===== src/rtl/fmc_pkg.sv =====
package fmc_pkg;

  typedef struct packed {
    logic main_full;
    logic batt_sw_on;
    logic trickle_en;
    logic int_tmr_en;
    logic pre_tmr_en;
    logic chg_tmr_en;
    logic plim_en;
  } chg_en_t;

  localparam int EN_W = $bits(chg_en_t);

  localparam chg_en_t EN_NORMAL = '{main_full: 1'b0, batt_sw_on: 1'b1,
                                    trickle_en: 1'b1, int_tmr_en: 1'b1,
                                    pre_tmr_en: 1'b1, chg_tmr_en: 1'b1,
                                    plim_en: 1'b1};

  localparam chg_en_t EN_FACT_SERIAL = '{main_full: 1'b1, batt_sw_on: 1'b0,
                                        trickle_en: 1'b0, int_tmr_en: 1'b0,
                                        pre_tmr_en: 1'b0, chg_tmr_en: 1'b0,
                                        plim_en: 1'b0};

  localparam chg_en_t EN_FACT_SINGLE = '{main_full: 1'b1, batt_sw_on: 1'b1,
                                        trickle_en: 1'b1, int_tmr_en: 1'b1,
                                        pre_tmr_en: 1'b1, chg_tmr_en: 1'b0,
                                        plim_en: 1'b0};

  function automatic chg_en_t map_enables(input logic fact, input logic serial);
    chg_en_t r;
    if (!fact)       r = EN_NORMAL;
    else if (serial) r = EN_FACT_SERIAL;
    else             r = EN_FACT_SINGLE;
    return r;
  endfunction

endpackage


===== src/rtl/fmc_attach.sv =====
module fmc_attach (
  input  logic clk,
  input  logic rst,
  input  logic vbus_ok,
  input  logic uid_hi,
  input  logic exit_req,
  output logic fact_nxt,
  output logic fact_mode
);

  logic vbus_q;
  logic attach_edge;

  assign attach_edge = vbus_ok & ~vbus_q;

  always_comb begin
    if (!vbus_ok)         fact_nxt = 1'b0;
    else if (attach_edge) fact_nxt = uid_hi;
    else if (exit_req)    fact_nxt = 1'b0;
    else                  fact_nxt = fact_mode;
  end

  always_ff @(posedge clk) begin
    if (rst) begin
      vbus_q    <= 1'b0;
      fact_mode <= 1'b0;
    end else begin
      vbus_q    <= vbus_ok;
      fact_mode <= fact_nxt;
    end
  end

  AST_ENTRY_NEEDS_UID: assert property (@(posedge clk) disable iff (rst)
    $rose(fact_mode) |-> ($past(uid_hi) && $past(vbus_ok)));

  AST_NO_LATE_ENTRY: assert property (@(posedge clk) disable iff (rst)
    (!fact_mode && vbus_ok && $past(vbus_ok) && $past(!rst)) |=> !fact_mode);

  AST_EXIT_CLEARS: assert property (@(posedge clk) disable iff (rst)
    (fact_mode && exit_req) |=> !fact_mode);

  AST_VBUS_LOW_CLEARS: assert property (@(posedge clk) disable iff (rst)
    !vbus_ok |=> !fact_mode);

endmodule


===== src/rtl/fmc_en_map.sv =====
module fmc_en_map
  import fmc_pkg::*;
(
  input  logic    clk,
  input  logic    rst,
  input  logic    fact_nxt,
  input  logic    path_serial,
  output chg_en_t en_q
);

  always_ff @(posedge clk) begin
    if (rst) en_q <= EN_NORMAL;
    else     en_q <= map_enables(fact_nxt, path_serial);
  end

  AST_FACT_LIMITS_OFF: assert property (@(posedge clk) disable iff (rst)
    (en_q.main_full) |-> (!en_q.chg_tmr_en && !en_q.plim_en));

  AST_SERIAL_NO_TRICKLE: assert property (@(posedge clk) disable iff (rst)
    (en_q.main_full && !en_q.batt_sw_on) |-> (!en_q.trickle_en && !en_q.pre_tmr_en && !en_q.int_tmr_en));

  AST_SINGLE_KEEPS_TIMERS: assert property (@(posedge clk) disable iff (rst)
    (en_q.main_full && en_q.batt_sw_on) |-> (en_q.int_tmr_en && en_q.pre_tmr_en && en_q.trickle_en));

endmodule


===== src/rtl/fmc_cfg_reg.sv =====
module fmc_cfg_reg #(
  parameter int                CUR_W    = 4,
  parameter int                VOLT_W   = 3,
  parameter logic [CUR_W-1:0]  CUR_MIN  = '0,
  parameter logic [VOLT_W-1:0] VOLT_DEF = VOLT_W'(4)
) (
  input  logic              clk,
  input  logic              rst,
  input  logic              fact_mode,
  input  logic              fact_nxt,
  input  logic              prog_en,
  input  logic              wr_en,
  input  logic [CUR_W-1:0]  wr_cur,
  input  logic [VOLT_W-1:0] wr_volt,
  output logic [CUR_W-1:0]  cur_q,
  output logic [VOLT_W-1:0] volt_q
);

  logic wr_ok;

  assign wr_ok = fact_mode & prog_en & wr_en;

  always_ff @(posedge clk) begin
    if (rst || !fact_nxt) begin
      cur_q  <= CUR_MIN;
      volt_q <= VOLT_DEF;
    end else if (wr_ok) begin
      cur_q  <= wr_cur;
      volt_q <= wr_volt;
    end
  end

  AST_NO_WRITE_WITHOUT_PROG: assert property (@(posedge clk) disable iff (rst)
    (fact_mode && !(prog_en && wr_en)) |=> (!fact_mode || ($stable(cur_q) && $stable(volt_q))));

  AST_WRITE_LANDS: assert property (@(posedge clk) disable iff (rst)
    (fact_mode && prog_en && wr_en) |=> (!fact_mode || (cur_q == $past(wr_cur) && volt_q == $past(wr_volt))));

  AST_DEFAULTS_OUTSIDE: assert property (@(posedge clk) disable iff (rst)
    !fact_mode |-> (cur_q == CUR_MIN && volt_q == VOLT_DEF));

endmodule


===== src/rtl/fact_chg_ctrl.sv =====
module fact_chg_ctrl
  import fmc_pkg::*;
#(
  parameter int                CUR_W    = 4,
  parameter int                VOLT_W   = 3,
  parameter logic [CUR_W-1:0]  CUR_MIN  = '0,
  parameter logic [VOLT_W-1:0] VOLT_DEF = VOLT_W'(4)
) (
  input  logic              clk,
  input  logic              rst,
  input  logic              vbus_ok,
  input  logic              uid_hi,
  input  logic              path_serial,
  input  logic              prog_en,
  input  logic              exit_req,
  input  logic              wr_en,
  input  logic [CUR_W-1:0]  wr_cur,
  input  logic [VOLT_W-1:0] wr_volt,
  output logic              fact_mode,
  output logic              main_sw_full,
  output logic              batt_sw_on,
  output logic              trickle_en,
  output logic              int_tmr_en,
  output logic              pre_tmr_en,
  output logic              chg_tmr_en,
  output logic              plim_en,
  output logic [CUR_W-1:0]  chg_cur_code,
  output logic [VOLT_W-1:0] chg_volt_code
);

  logic    fact_nxt;
  chg_en_t en_q;

  fmc_attach u_attach (
    .clk       (clk),
    .rst       (rst),
    .vbus_ok   (vbus_ok),
    .uid_hi    (uid_hi),
    .exit_req  (exit_req),
    .fact_nxt  (fact_nxt),
    .fact_mode (fact_mode)
  );

  fmc_en_map u_en_map (
    .clk         (clk),
    .rst         (rst),
    .fact_nxt    (fact_nxt),
    .path_serial (path_serial),
    .en_q        (en_q)
  );

  fmc_cfg_reg #(
    .CUR_W    (CUR_W),
    .VOLT_W   (VOLT_W),
    .CUR_MIN  (CUR_MIN),
    .VOLT_DEF (VOLT_DEF)
  ) u_cfg (
    .clk       (clk),
    .rst       (rst),
    .fact_mode (fact_mode),
    .fact_nxt  (fact_nxt),
    .prog_en   (prog_en),
    .wr_en     (wr_en),
    .wr_cur    (wr_cur),
    .wr_volt   (wr_volt),
    .cur_q     (chg_cur_code),
    .volt_q    (chg_volt_code)
  );

  assign main_sw_full = en_q.main_full;
  assign batt_sw_on   = en_q.batt_sw_on;
  assign trickle_en   = en_q.trickle_en;
  assign int_tmr_en   = en_q.int_tmr_en;
  assign pre_tmr_en   = en_q.pre_tmr_en;
  assign chg_tmr_en   = en_q.chg_tmr_en;
  assign plim_en      = en_q.plim_en;

  AST_MODE_MATCHES_SWITCH: assert property (@(posedge clk) disable iff (rst)
    fact_mode |-> (main_sw_full && !chg_tmr_en && !plim_en));

  AST_NORMAL_ENABLES: assert property (@(posedge clk) disable iff (rst)
    !fact_mode |-> (!main_sw_full && batt_sw_on && trickle_en && chg_tmr_en && plim_en));

endmodule


===== config.mk =====
export PLATFORM = sky130hd
export DESIGN_NAME = fact_chg_ctrl
export DESIGN_NICKNAME = d
export VERILOG_FILES = /design/src/rtl/fmc_pkg.sv /design/src/rtl/fmc_attach.sv /design/src/rtl/fmc_en_map.sv /design/src/rtl/fmc_cfg_reg.sv /design/src/rtl/fact_chg_ctrl.sv
export SDC_FILE = /design/constraint.sdc
export NUM_CORES = 1
export LEC_CHECK = 0
export BUFFER_PORTS_ARGS = -buffer_cell sky130_fd_sc_hd__buf_2
export CORE_ASPECT_RATIO = 0.7
export CORE_MARGIN = 2
export CORE_UTILIZATION = 23
export CTS_CLUSTER_SIZE = 20
export DETAILED_ROUTE_END_ITERATION = 10
export GPL_TIMING_DRIVEN = 0
export SLEW_MARGIN = 10
export SYNTH_ARGS = -nofsm -noshare
export SYNTH_HDL_FRONTEND = slang
export SYNTH_HIERARCHICAL = 1
export SYNTH_SLANG_ARGS = --single-unit

===== constraint.sdc =====
create_clock -name clk -period 1.44 [get_ports clk]
set_input_delay 0.144 -clock clk [delete_from_list [all_inputs] [get_ports clk]]
set_output_delay 0.144 -clock clk [all_outputs]
set_load 0.01 [all_outputs]

==> impl_results.rst, run 1 <==
.. list-table::
   :header-rows: 1

   * - Metric
     - Value
   * - DRC violation count after routing
     - 0
   * - Final standard cell utilization of the core
     - 35.7%
   * - Global-route wire length before repair
     - 2260 um
   * - Number of buffers inserted by hold repair at cts
     - 0
   * - Post-Synth Adder-Cell Area
     - 0%
   * - Mapped Avg Cell Area
     - 11.1 um2
   * - Power spent charging and discharging nets
     - 0.000161 W
   * - WP data arrival
     - 1.48 ns
   * - Mapped Nets
     - 65
   * - Sequential cell fraction of total power
     - 49.1%
   * - Area share of xor/xnor cells in the synthesized design
     - 0%
   * - Max Clock Skew
     - 0.00443 ns
   * - Achievable clock frequency
     - 785 MHz
   * - Register area share after synthesis
     - 43.1%
   * - Actual transition at the worst max-transition pin
     - 0.323 ns
   * - Setup Crit Path Kind
     - flop to flop
   * - Multiplexer share of the synthesized area
     - 10.8%
   * - Static Leakage
     - 0.364 nW
   * - Final weighted congestion in routability-driven placement
     - 0.569
   * - Max stage delay on crit path
     - 0.38 ns
   * - Non-filler instance count after layout
     - 115
   * - Startpoint kind of the worst setup timing path
     - flop
   * - # Max-Cap Violations
     - 0
   * - Height of the chip
     - 45.2 um
   * - Number of DRC markers after the initial detailed-route iteration
     - 5
   * - Die area
     - 0.00284 mm2
   * - Inst Count DP
     - 111
   * - Via total after detailed routing
     - 463
   * - Relative slew slack
     - 78.5%
   * - Worst IR drop on VDD
     - 0.427 mV
   * - Via/cell ratio
     - 4.03
   * - Largest family of logic cells by synthesized area
     - simple AND/OR/NAND/NOR gates
   * - Setup repair after global routing missed its margin
     - no
   * - Final hold violation count
     - 0
   * - Worst min path class
     - input port to flop
   * - Vias in the first global route
     - 465
   * - Die span in x
     - 62.8 um
   * - Library cell used as clock root buffer
     - clkbuf_4
   * - Required time at the endpoint of the critical path
     - 1.64 ns
   * - Part of the power in combinational logic
     - 11.1%
   * - Maximum number of pins on one net before global-route repair
     - 11
   * - Power density over the cells
     - 878 mW/mm2
   * - Crit share post-route
     - 88.5%
   * - Status
     - complete, no violations
   * - Synthesized-area fraction occupied by ao, oa, aoi and oai cells
     - 4.72%
   * - H-tree lvl count
     - 1
   * - Initial antenna violation count
     - 0
   * - Critical path cell sequence
     - nand3b_4, a21boi_4, clkbuf_4, nand3b_1, mux2i_1
   * - Number of distinct standard cells referenced by the synthesized netlist
     - 18
   * - Starting utilization of the core area
     - 25.0%
   * - Count of final setup violators
     - 0
   * - Clock latency of the later-clocked register in the worst-skew pair
     - 0.28 ns
   * - Share of final-layout standard cells stronger than drive strength 1
     - 54.2%
   * - Global route overflow
     - 0
   * - Commonest non-fill, non-tap cells in the layout
     - 29 x buf_2, 13 x nand3b_1, 11 x dfxtp_1, 6 x mux2i_1
   * - Post-layout nets
     - 99
   * - Max FO, Critical Path
     - 10
   * - Area fraction in and, or, nand and nor cells after synthesis
     - 31.7%
   * - Internal power
     - 0.000536 W
   * - Setup tns final
     - 0 ns
   * - Total CTS buffers
     - 3
   * - Global-route total usage across every layer
     - 10.8%
   * - Drt wl/cell
     - 11.1 um
   * - Max-slew violation count
     - 0
   * - Number of placed I/O pins
     - 30
   * - Count of clock tree sinks
     - 12
   * - Maximum buffer depth of the clock tree
     - 2
   * - Synthesis-to-layout area growth
     - 42.5%
   * - Dpl hpwl
     - 937 um
   * - Routed WL
     - 1280 um
   * - Synth top area share
     - 43.1%
   * - Cell types with the largest area share after synthesis
     - dfxtp_1 43%, nand3b_1 18%, mux2i_1 11%, buf_4 5.4%, nand3b_4 3.6%
   * - Cell type contributing the most total cell area after synthesis
     - dfxtp_1
   * - Floorplan row count
     - 14
   * - Number of search-and-repair iterations in the first detailed-routing pass
     - 5
   * - Total power draw
     - 0.000697 W
   * - Crit end category
     - flop
   * - Antenna diodes
     - 0
   * - Reg clk slew, reported paths
     - 0.08 ns
   * - TritonCTS clock tree
     - done
   * - Tmin final
     - 1.27 ns
   * - Clock share of power
     - 39.8%
   * - Port bufs
     - 29
   * - Post-Syn Instances
     - 50
   * - Count of warnings emitted by yosys
     - 6
   * - Floorplan core area
     - 0.00222 mm2
   * - Worst path slowest cell
     - dfxtp_1
   * - Seq cells post-synth
     - 12
   * - Proportion of total power due to net switching
     - 23.1%
   * - Commonest non-fill, non-tap cell in the layout
     - buf_2
   * - Register-to-register path setup slack
     - 0.17 ns
   * - Area of the mapped netlist
     - 557 um2
   * - DRT antenna net count
     - 0
power groups by stage:
stage | logic [W] | clock network (W) | registers, W
after floorplan | 0.0000369 | 0 | 0.000351
after global placement | 0.0000723 | 0 | 0.000349
after detailed placement | 0.0000737 | 0 | 0.000350
after CTS | 0.0000747 | 0.000288 | 0.000342
after global routing | 0.0000860 | 0.000303 | 0.000343
final | 0.0000776 | 0.000277 | 0.000342
cell usage after synthesis:
library cell	instances
nand3b_1	13
dfxtp_1	12
mux2i_1	6
buf_4	4
nor2b_1	2
a21boi_1	1
a21boi_2	1
and3_1	1
buf_2	1
buf_6	1
clkbuf_1	1
inv_1	1
nand2b_1	1
nand2b_4	1
nand3b_4	1
nand4_1	1
nor2b_4	1
o211ai_1	1
worst max-delay path: cells and delay by family, from the launching register on:
kind	cells	cell delay, ns
multiplexers	1	0.15
AO/OA/AOI/OAI	1	0.23
buffers and inverters	1	0.24
flip-flops	1	0.38
AND/OR/NAND/NOR	2	0.19
kinds of logic after synthesis:
logic type | Yosys count
multiplexers | 6
buffers and inverters | 8
AO/OA/AOI/OAI | 3
flip-flops | 12
AND/OR/NAND/NOR | 21
final timing paths:
path,from,endpoint,cells after the start
max,u_attach/vbus_q$_SDFF_PP0_,u_cfg/cur_q[2]$_SDFFE_PP0P_,5
max reg2reg,u_attach/vbus_q$_SDFF_PP0_,u_cfg/cur_q[2]$_SDFFE_PP0P_,5
min,path_serial,u_en_map/en_q[5]$_SDFF_PP1_,2
min reg2reg,u_cfg/cur_q[0]$_SDFFE_PP0P_,u_cfg/cur_q[0]$_SDFFE_PP0P_,2
what timing repair did:
action                     in CTS  in global routing
setup endpoints to repair       6                  6
gates resized for setup         1                  3
setup buffers                   0                  0
per-layer routing:
metal	global-route usage [%]	vias up	wire length (um)
met5	0	-	0
met4	5.33	0	22
met3	3.99	2	63
met2	18.5	17	574
met1	12.4	206	618
li1	-	238	-
through the flow:
step                setup WS (ns)  hold slack [ns]  instance area (um2)
floorplan                   0.112            0.211                  557
global placement         -0.00931            0.346                  742
detailed placement        -0.0385            0.351                  742
CTS                        0.0704           0.0571                  782
global route              0.00273           0.0555                  793
finish                      0.166           0.0627                  793
state kept, by name, indices dropped and copies added (netlist names):
name                flops
u_attach/fact_mode      1
u_attach/vbus_q         1
u_cfg/cur_q             4
u_en_map/en_q           3
u_cfg/volt_q            3
final cells by class:
cell class                      instances  area [um2]
Tap cell                               32        40.0
Multi-Input combinational cell         30         274
Fill cell                             235        1430
Timing Repair Buffer                   29         145
Sequential cell                        12         241
Inverter                                1        3.75
Buffer                                  7        52.6
Clock buffer                            4        36.3
Power figures use the tool's default switching activity.
==> inputs of run 2 (changes only) <==
- ABC_AREA: unset -> 1
==> run 2 against run 1 <==
Die area is 9.2% lower. Setup slack better by 0.13 ns. Register-to-register slack better by 0.13 ns. Sequential cell count stayed put. Clock-buffer cell count is 1 lower. Clock skew is 0.0029 ns lower. Routed wire length is 22% lower. Largest power group unchanged.
==> impl_results.rst, run 2 <==
.. list-table::
   :header-rows: 1

   * - Metric
     - Value
   * - Initial antenna violation count
     - 0 (unchanged)
   * - Worst IR drop on VDD
     - 0.320 mV (-25%)
   * - Starting utilization of the core area
     - 23.9% (-1.2 points)
   * - Cell type contributing the most total cell area after synthesis
     - dfxtp_1
   * - Crit end category
     - flop
   * - Post-layout nets
     - 116 (+17%)
   * - Most numerous cell on the critical path
     - nand2_1
   * - Global route overflow
     - 0 (unchanged)
   * - Post-Synth Adder-Cell Area
     - 0% (unchanged)
   * - Fraction of registers with async set/reset
     - 0% (unchanged)
   * - Post-Syn Instances
     - 67 (+34%)
   * - Global-route total usage across every layer
     - 8.70% (-2.1 points)
   * - Status
     - complete, no violations
   * - Count of clock tree sinks
     - 12 (unchanged)
   * - Flip-flop count of the largest register, all copies and words added
     - 4 (unchanged)
   * - Static Leakage
     - 0.408 nW (+12%)
   * - Mapped Avg Cell Area
     - 7.49 um2 (-33%)
   * - R2r startpoint
     - u_attach/fact_mode$_SDFF_PP0_
   * - Register with the most flip-flops
     - u_cfg/cur_q
   * - Worst hold endpoint
     - u_en_map/en_q[5]$_SDFF_PP1_
   * - Share of final-layout standard cells stronger than drive strength 1
     - 43.4% (-11 points)
   * - Via/cell ratio
     - 3.85 (-4.5%)
   * - Achievable clock frequency
     - 872 MHz (+11%)
   * - Global-route wire length before repair
     - 1630 um (-28%)
   * - H-tree lvl count
     - 1 (unchanged)
   * - Area share of xor/xnor cells in the synthesized design
     - 0% (unchanged)
   * - Detailed-route wire length on metal 1
     - 470 um (-24%)
   * - Critical register-to-register path endpoint
     - u_cfg/cur_q[1]$_SDFFE_PP0P_
   * - Final setup margin
     - 0.294 ns (+0.128 ns)
   * - # Max-Cap Violations
     - 0 (unchanged)
   * - Height of the chip
     - 43.1 um (-4.6%)
   * - Buffers inserted during post-CTS setup optimization
     - 0 (unchanged)
   * - Floorplan row count
     - 14 (unchanged)
   * - Synthesis-to-layout area growth
     - 39.4%
   * - Dpl hpwl
     - 834 um (-11%)
   * - Seq cells post-synth
     - 12 (unchanged)
   * - Number of placed I/O pins
     - 30 (unchanged)
   * - Detailed-routed wire length on met3
     - 53 um (-16%)
   * - Final weighted congestion in routability-driven placement
     - 0.625 (+9.7%)
   * - Total CTS buffers
     - 3 (unchanged)
   * - Largest family of logic cells by synthesized area
     - simple AND/OR/NAND/NOR gates
   * - Bufs and invs on worst path
     - 2 (+1)
   * - Hold Path Origin
     - path_serial
   * - Tmin final
     - 1.15 ns (-0.128 ns)
   * - Routed WL
     - 997 um (-22%)
   * - Antenna diodes
     - 0 (unchanged)
   * - Die span in x
     - 59.8 um (-4.7%)
   * - Hold Crit Depth
     - 2 (unchanged)
   * - Worst path top cell family by delay
     - simple AND/OR/NAND/NOR gates
   * - Number of DRC markers after the initial detailed-route iteration
     - 10 (+5)
   * - Worst path slowest cell
     - dfxtp_1
   * - Mapped Nets
     - 82 (+26%)
   * - Multiplexer share of the synthesized area
     - 0% (-11 points)
   * - Library cell used as clock root buffer
     - clkbuf_4
   * - Final hold violation count
     - 0 (unchanged)
   * - Commonest non-fill, non-tap cell in the layout
     - buf_2
   * - Max stage delay on crit path
     - 0.40 ns (+0.02 ns)
   * - Power density over the cells
     - 865 mW/mm2 (-1.5%)
   * - Number of buffers inserted by hold repair at cts
     - 0 (unchanged)
   * - Via total after detailed routing
     - 473 (+2.2%)
   * - Max FO, Critical Path
     - 7 (-3)
   * - Die area
     - 0.00258 mm2 (-9.2%)
   * - Critical path cell sequence
     - nand2_1, nand2_1, nand2_1, inv_1, inv_1, nor2_8, nand2_1, nor2_1
   * - Setup Crit Path Kind
     - flop to flop
   * - Drt wl/cell
     - 8.11 um (-27%)
   * - Area of the mapped netlist
     - 502 um2 (-9.9%)
   * - DR WL met2
     - 473 um (-18%)
   * - Register-to-register path setup slack
     - 0.29 ns (+0.13 ns)
   * - Actual transition at the worst max-transition pin
     - 0.162 ns (-0.161 ns)
   * - Maximum buffer depth of the clock tree
     - 2 (unchanged)
   * - Setup repair after global routing missed its margin
     - no
   * - Maximum number of pins on one net before global-route repair
     - 11 (unchanged)
   * - Non-filler instance count after layout
     - 123 (+7.0%)
   * - Relative slew slack
     - 89.2% (+11 points)
   * - Count of warnings emitted by yosys
     - 6 (unchanged)
   * - Post-synth EDFFs
     - 0 (unchanged)
   * - Synthesized-area fraction occupied by ao, oa, aoi and oai cells
     - 0% (-4.7 points)
   * - Floorplan core area
     - 0.00210 mm2 (-5.5%)
   * - Worst min path class
     - input port to flop
   * - Number of search-and-repair iterations in the first detailed-routing pass
     - 4 (-1)
   * - Primary flip-flop cell chosen by synthesis mapping
     - dfxtp_1
   * - Commonest cells post-synth
     - 16 x nand2_1, 15 x nor2_1, 12 x dfxtp_1
   * - Area fraction in and, or, nand and nor cells after synthesis
     - 34.9% (+3.2 points)
   * - Register area share after synthesis
     - 47.9% (+4.7 points)
   * - Port bufs
     - 29 (unchanged)
   * - # resized after CTS
     - 0 (-1)
   * - Max-slew violation count
     - 0 (unchanged)
   * - Synth top area share
     - 47.9% (+4.7 points)
   * - DRC violation count after routing
     - 0 (unchanged)
   * - Regs by FF count
     - u_cfg/cur_q x4, u_cfg/volt_q x3, u_en_map/en_q x3
   * - Place WS
     - 0.297 ns (+0.335 ns)
   * - Cell types with the largest area share after synthesis
     - dfxtp_1 48%, nand2_1 12%, nor2_1 11%, inv_1 7.5%, buf_4 6.0%
   * - FF-to-FF path depth
     - 8 (+3)
   * - Required time at the endpoint of the critical path
     - 1.64 ns (about the same)
   * - Reg clk slew, reported paths
     - 0.07 ns (about the same)
   * - Max Clock Skew
     - 0.00150 ns (-0.00293 ns)
   * - TritonCTS clock tree
     - done
   * - Clock latency of the later-clocked register in the worst-skew pair
     - 0.26 ns (-0.02 ns)
   * - Top metal layer carrying routed signals
     - met3
   * - Commonest non-fill, non-tap cells in the layout
     - 29 x buf_2, 16 x nand2_1, 15 x nor2_1, 12 x dfxtp_1, 10 x inv_1
   * - Setup tns final
     - 0 ns (unchanged)
   * - Number of distinct standard cells referenced by the synthesized netlist
     - 13 (-5)
   * - Inst Count DP
     - 120 (+8.1%)
   * - Startpoint kind of the worst setup timing path
     - flop
   * - DRT antenna net count
     - 0 (unchanged)
   * - WP data arrival
     - 1.35 ns (-0.13 ns)
   * - Crit share post-route
     - 79.6% (-8.9 points)
   * - Library cell with the highest instance count after synthesis
     - nand2_1
   * - Count of final setup violators
     - 0 (unchanged)
   * - Vias in the first global route
     - 428 (-8.0%)
[run 2: power breakdown]
group          internal, W  leakage [nW]  switching, W
clock            0.0000964        0.0138     0.0000972
sequential        0.000339        0.0976    0.00000451
combinational    0.0000329         0.297     0.0000352
total             0.000468         0.408      0.000137
[run 2: worst max path at each step]
stage | startpoint | to | depth (start not counted)
after CTS | u_attach/fact_mode$_SDFF_PP0_ | u_cfg/cur_q[1]$_SDFFE_PP0P_ | 8
after floorplan | u_attach/fact_mode$_SDFF_PP0_ | u_cfg/volt_q[2]$_SDFFE_PP1P_ | 7
after global routing | u_attach/fact_mode$_SDFF_PP0_ | u_cfg/volt_q[0]$_SDFFE_PP0P_ | 8
after global placement | u_attach/fact_mode$_SDFF_PP0_ | u_cfg/volt_q[2]$_SDFFE_PP1P_ | 7
final | u_attach/fact_mode$_SDFF_PP0_ | u_cfg/cur_q[1]$_SDFFE_PP0P_ | 8
after detailed placement | u_attach/fact_mode$_SDFF_PP0_ | u_cfg/cur_q[1]$_SDFFE_PP0P_ | 8
[run 2: final cells by class]
type,instances,area (um2)
repair buffers,29,145
clock buffers,3,22.5
flip-flops and latches,12,240
plain buffers,5,41.3
well taps,24,30.0
fillers,236,1400
multi-input cells,38,175
inverters,12,45.0
[run 2: cell families after synthesis]
family,after synthesis
flip-flops,12
AND/OR/NAND/NOR,38
buffers and inverters,17
[run 2: worst register-to-register path: stages (launching register included)]
cell and delay [ns]:
dfxtp_1 0.40, nand2_1 0.08, nand2_1 0.05, nand2_1 0.07
inv_1 0.10, inv_1 0.10, nor2_8 0.14, nand2_1 0.07
nor2_1 0.08
[run 2: layer usage]
metal / vias to the layer above / track usage, %
met4: 0 / 5.33
li1: 257 / -
met2: 12 / 13.0
met1: 204 / 10.1
met5: - / 0
met3: 0 / 3.66
[run 2: through the flow]
stage / util, % / hold WS [ns] / area (um2) / total power (W)
after floorplan: - / 0.211 / 502 / 0.000384
after global placement: 32.2 / 0.350 / 677 / 0.000419
after detailed placement: 32.2 / 0.352 / 677 / 0.000420
after CTS: 33.3 / 0.0746 / 699 / 0.000617
after global routing: 33.3 / 0.0575 / 699 / 0.000644
final: 33.3 / 0.0814 / 699 / 0.000605
